===== config.mk =====
export PLATFORM = sky130hd
export DESIGN_NAME = status_branch_unit
export DESIGN_NICKNAME = d
export VERILOG_FILES = /design/src/rtl/status_branch_unit.sv
export SDC_FILE = /design/constraint.sdc
export NUM_CORES = 1
export LEC_CHECK = 0
export BUFFER_PORTS_ARGS = -buffer_cell sky130_fd_sc_hd__buf_2
export CORE_MARGIN = 1.5
export CORE_UTILIZATION = 25
export DETAILED_ROUTE_END_ITERATION = 7
export GPL_TIMING_DRIVEN = 0
export PLACE_DENSITY_LB_ADDON = 0.3
export REMOVE_ABC_BUFFERS = 1
export SYNTH_ARGS = -nofsm -noshare
export SYNTH_HDL_FRONTEND = slang
export SYNTH_SLANG_ARGS = --single-unit

===== constraint.sdc =====
create_clock -name clk -period 2.3 [get_ports clk]
set_clock_uncertainty 0.1 [all_clocks]
set_input_delay 0.23 -clock clk [delete_from_list [all_inputs] [get_ports clk]]
set_output_delay 0.23 -clock clk [all_outputs]
set_load 0.02 [all_outputs]

===== src/rtl/status_branch_unit.sv =====
module status_branch_unit #(
  parameter int PC_W  = 16,
  parameter int OFF_W = 7
) (
  input  logic            clk,
  input  logic            rst_n,
  input  logic            op_valid,
  input  logic [2:0]      op_code,
  input  logic [2:0]      flag_sel,
  input  logic [OFF_W-1:0] offset,
  input  logic [7:0]      reg_in,
  input  logic [2:0]      bit_sel,
  input  logic [PC_W-1:0] pc_in,
  output logic [PC_W-1:0] pc_next,
  output logic            taken,
  output logic [1:0]      cycles,
  output logic [7:0]      reg_out,
  output logic [7:0]      status
);
  localparam logic [2:0] OP_BSET = 3'd1, OP_BCLR = 3'd2, OP_FSET = 3'd3,
                         OP_FCLR = 3'd4, OP_TST  = 3'd5, OP_TLD  = 3'd6;
  localparam int T_IDX = 6, S_IDX = 4, V_IDX = 3, N_IDX = 2;

  logic [7:0] st_q;
  logic       is_br, cond;
  logic [PC_W-1:0] disp;

  assign is_br = op_valid && (op_code == OP_BSET || op_code == OP_BCLR);
  assign cond  = (flag_sel == 3'(S_IDX)) ? (st_q[N_IDX] ^ st_q[V_IDX]) : st_q[flag_sel];
  assign taken = is_br && ((op_code == OP_BSET) ? cond : !cond);
  assign disp  = {{(PC_W-OFF_W){offset[OFF_W-1]}}, offset};

  always_comb begin
    if (!op_valid) begin
      pc_next = pc_in;
      cycles  = 2'd0;
    end else if (taken) begin
      pc_next = pc_in + disp + PC_W'(1);
      cycles  = 2'd2;
    end else begin
      pc_next = pc_in + PC_W'(1);
      cycles  = 2'd1;
    end
  end

  always_comb begin
    reg_out = reg_in;
    if (op_valid && op_code == OP_TLD) reg_out[bit_sel] = st_q[T_IDX];
  end

  always_ff @(posedge clk) begin
    if (!rst_n) st_q <= '0;
    else if (op_valid) begin
      case (op_code)
        OP_FSET: st_q[flag_sel] <= 1'b1;
        OP_FCLR: st_q[flag_sel] <= 1'b0;
        OP_TST:  st_q[T_IDX]    <= reg_in[bit_sel];
        default: ;
      endcase
    end
  end

  assign status = st_q;

  AST_BRANCH_KEEPS_FLAGS: assert property (@(posedge clk) disable iff (!rst_n) is_br |=> $stable(status));
  AST_FLAG_SET_LANDS: assert property (@(posedge clk) disable iff (!rst_n) (op_valid && op_code == OP_FSET) |=> status[$past(flag_sel)]);
  AST_FLAG_CLR_LANDS: assert property (@(posedge clk) disable iff (!rst_n) (op_valid && op_code == OP_FCLR) |=> !status[$past(flag_sel)]);
  AST_T_STORE: assert property (@(posedge clk) disable iff (!rst_n) (op_valid && op_code == OP_TST) |=> status[T_IDX] == $past(reg_in[bit_sel]));
  AST_LOAD_ONE_BIT: assert property (@(posedge clk) disable iff (!rst_n) (op_valid && op_code == OP_TLD) |-> $countones(reg_out ^ reg_in) <= 1);
  AST_LOAD_KEEPS_FLAGS: assert property (@(posedge clk) disable iff (!rst_n) (op_valid && op_code == OP_TLD) |=> $stable(status));
  AST_TAKEN_COST: assert property (@(posedge clk) disable iff (!rst_n) taken |-> cycles == 2'd2);
  AST_TAKEN_NEEDS_BRANCH: assert property (@(posedge clk) disable iff (!rst_n) taken |-> (op_valid && (op_code == OP_BSET || op_code == OP_BCLR)));
endmodule


==> impl_metrics.env <==
export IMPL_clock_path_buffers=2
export IMPL_dieArea_sq_um=8660
export IMPL_slowest_stage="mux4_2"
export IMPL_r2r_slack_ns=1.27
export IMPL_hp_start="rst_n"
export IMPL_critPathCaptureType="primary output"
export IMPL_drt_initial_drc_count=130
export IMPL_grtUsageMet1_pct=19.7
export IMPL_min_delay_path_depth=2
export IMPL_num_fill_cells=870
export IMPL_grt_max_degree=31
export IMPL_synth_async_sr_flop_share_pct=0
export IMPL_antenna_found_initial=0
export IMPL_vias=2354
export IMPL_die_x_microns=93.0
export IMPL_vdd_drop_max_mv=0.112
export IMPL_setup_violations=19
export IMPL_cp_arrival_ns=2.59
export IMPL_cts_tree="yes"
export IMPL_fmax_mhz=343
export IMPL_numPortBuffers=77
export IMPL_drt_first_pass_iters=4
export IMPL_gr_usage_all_layers_pct=13.9
export IMPL_antenna_cells=0
export IMPL_r2r_end="status[6]"
export IMPL_avgViaCountPerCell=5.03
export IMPL_seq_area_frac_synth_pct=7.90
export IMPL_clk_latency_ns=0.23
export IMPL_p_clk_share_pct=21.9
export IMPL_ys_flop_type="dfxtp_1"
export IMPL_synth_top_area_share_pct=9.88
export IMPL_rr_startpoint="status[6]"
export IMPL_use_met2_pct=22.7
export IMPL_core_region_area_sq_um=7810
export IMPL_rows=32
export IMPL_worstRegToRegCells=3
export IMPL_yosys_warnings=0
export IMPL_p_sw_share_pct=42.7
export IMPL_synthesis_area_sq_um=2030
export IMPL_cp_slowest_stage_delay_ns=0.47
export IMPL_finalHoldViolations=0
export IMPL_drive_above_1_share_pct=32.0
export IMPL_p_per_area_nw_per_um2=300
export IMPL_dp_hpwl_microns=4820
export IMPL_synth_seq_cells=8
export IMPL_cts_buffers=3
export IMPL_root_buffer="clkbuf_8"
export IMPL_critPathKind="reg2out"
export IMPL_leakagePower_uw=0.00126
export IMPL_fin_area_sq_um=2680
export IMPL_io_pin_count=78
export IMPL_clock_sinks=8
export IMPL_cpMostUsedCell="mux2i_4"
export IMPL_synth_area_top_cells="ha_1 9.9%, dfxtp_1 7.9%, a21oi_1 7.4%"
export IMPL_drcViolationCount=0
export IMPL_crit_path_max_fanout=6
export IMPL_drv_slew=0
export IMPL_cp_start_kind="flop"
export IMPL_layout_commonest_cell="buf_2"
export IMPL_fin_nets=428
export IMPL_path_clk_slew_ns=0.05
export IMPL_grt_first_pass_wirelength_microns=9880
export IMPL_rsz0062_at_grt="yes"
export IMPL_dpl_cell_area_sq_um=2470
export IMPL_first_global_vias=2119
export IMPL_fin_crit_ns=2.92
export IMPL_cts_htree_levels=1
export IMPL_power_frac_comb_pct=59.7
export IMPL_p_seq_share_pct=18.5
export IMPL_netlist_instances=290
export IMPL_final_core_util_pct=34.3
export IMPL_grt_overflow=0
export IMPL_initial_core_util_pct=26.0
export IMPL_grt_use_met3_pct=2.20
export IMPL_layout_common_cells="70 x buf_2, 32 x nand2_1, 29 x a21oi_1"
export IMPL_yosys_area_top_type="ha_1"
export IMPL_grt_busiest_layer="met2"
export IMPL_tightest_slew_ns=0.605
export IMPL_min_path_type="in2reg"
export IMPL_gp_congestion=0.856
export IMPL_wl_per_cell_microns=13.1
export IMPL_die_h_microns=93.0
export IMPL_cts_hold_buffers=0
export IMPL_yosysUniqueCellTypes=47
export IMPL_path_cells="xor2_1 > mux4_2 > mux2i_4 > mux2i_4 > clkinvlp_4 > a22o_1 > a21o_1 > buf_4"
export IMPL_fin_crit_sh_pct=127
export IMPL_critPathRequiredTime_ns=1.97
export IMPL_syn2layout_area_growth_pct=32.2
export IMPL_intPower_uw=461
export IMPL_status="complete, but fails checks"
export IMPL_postSynthAreaPerCell_sq_um=6.99
export IMPL_drv_cap=0
export IMPL_slew_headroom_pct=59.3
export IMPL_violations="setup timing"
export IMPL_wl_microns=6130
export IMPL_synth_edff_count=0
export IMPL_finalWorstSetupSlack_ns=-0.619
export IMPL_antenna_left=0
export IMPL_switchingPower_uw=344
==> worst max-delay path: cells and delay by family (launching register included) <==
family / cells / cell delay [ns]
multiplexers: 3 / 1.02
XOR/XNOR: 1 / 0.13
AO/OA/AOI/OAI: 2 / 0.43
buffers and inverters: 2 / 0.42
flip-flops: 1 / 0.33
==> timing repair <==
item	CTS	global route
endpoints found under the hold margin	0	0
buffers inserted	4	6
endpoints found under the setup margin	22	21
gates resized for setup	15	13
pin swaps	2	1
gates cloned	0	1
==> metal layers <==
| layer | vias to the layer above | part of all wire (%) |
|---|---|---|
| met2 | 64 | 45 |
| li1 | 1221 | - |
| met4 | 0 | 0.21 |
| met1 | 1066 | 49 |
| met5 | - | 0 |
| met3 | 3 | 5.4 |
==> cells in the mapped netlist (3+ instances only) <==
library cell	n
mux4_2	4
ha_1	16
nor3b_1	3
o21ai_1	4
nand3b_1	7
mux2i_1	10
o21ai_0	20
nand2_1	32
nor2b_1	15
dfxtp_1	8
a21o_1	6
inv_1	10
nand3_1	13
xor2_1	9
mux2_2	8
o211ai_1	3
nand2b_1	4
xnor2_1	4
a311oi_1	3
clkbuf_1	8
and2_1	5
nor2_1	20
a21oi_1	30
nor4_1	3
nor3_1	6
nand4_1	3
and3_1	7
buf_2	4
==> power groups by stage <==
stage,registers (uW),clock network [uW],logic (uW)
3_3_place_gp,151,0,449
5_1_grt,149,188,533
4_1_cts,149,178,467
6_report,149,176,480
3_5_place_dp,151,0,452
2_1_floorplan,153,0,290
==> cells by family after synthesis <==
logic type | after synthesis | synth area share, %
xor gates and xnor gates | 13 | 5.62
DFF | 8 | 7.90
and+or+nand+nor | 120 | 30.2
adders and majority gates | 17 | 10.9
muxes | 22 | 13.8
AOI/OAI and AO/OA | 84 | 25.4
buffers and inverters | 26 | 6.17
==> how the worst max path moves through the flow <==
stage,start,to,slack (ns),depth (start not counted)
after detailed placement,flag_sel[2],pc_next[15],-1.10,9
after global routing,flop,pc_next[8],-0.73,10
final,flop,pc_next[8],-0.62,8
after floorplan,flop,pc_next[15],-1.55,8
after CTS,flop,pc_next[14],-0.59,9
after global placement,flag_sel[1],pc_next[8],-2.35,8
==> cell type report <==
class	count	area (sq um)	share of cell area [%]
Inverter	10	41.3	1.54
Timing Repair Buffer	88	512	19.1
Clock buffer	3	41.3	1.54
Sequential cell	8	164	6.12
Timing Repair inverter	1	7.51	0.280
Multi-Input combinational cell	256	1790	66.7
Tap cell	102	128	4.76
==> per-stage QoR <==
stage	hold slack, ns	setup WS [ns]	cells	power (uW)	setup TNS, ns
2_1_floorplan	0.258	-1.55	274	442	-21.73
6_report	0.204	-0.619	468	805	-9.50
5_1_grt	0.218	-0.727	468	870	-11.75
3_5_place_dp	0.419	-1.10	454	603	-16.19
4_1_cts	0.209	-0.588	461	794	-8.78
3_3_place_gp	0.406	-2.35	453	599	-36.96
(Power assumes the default switching activity.)
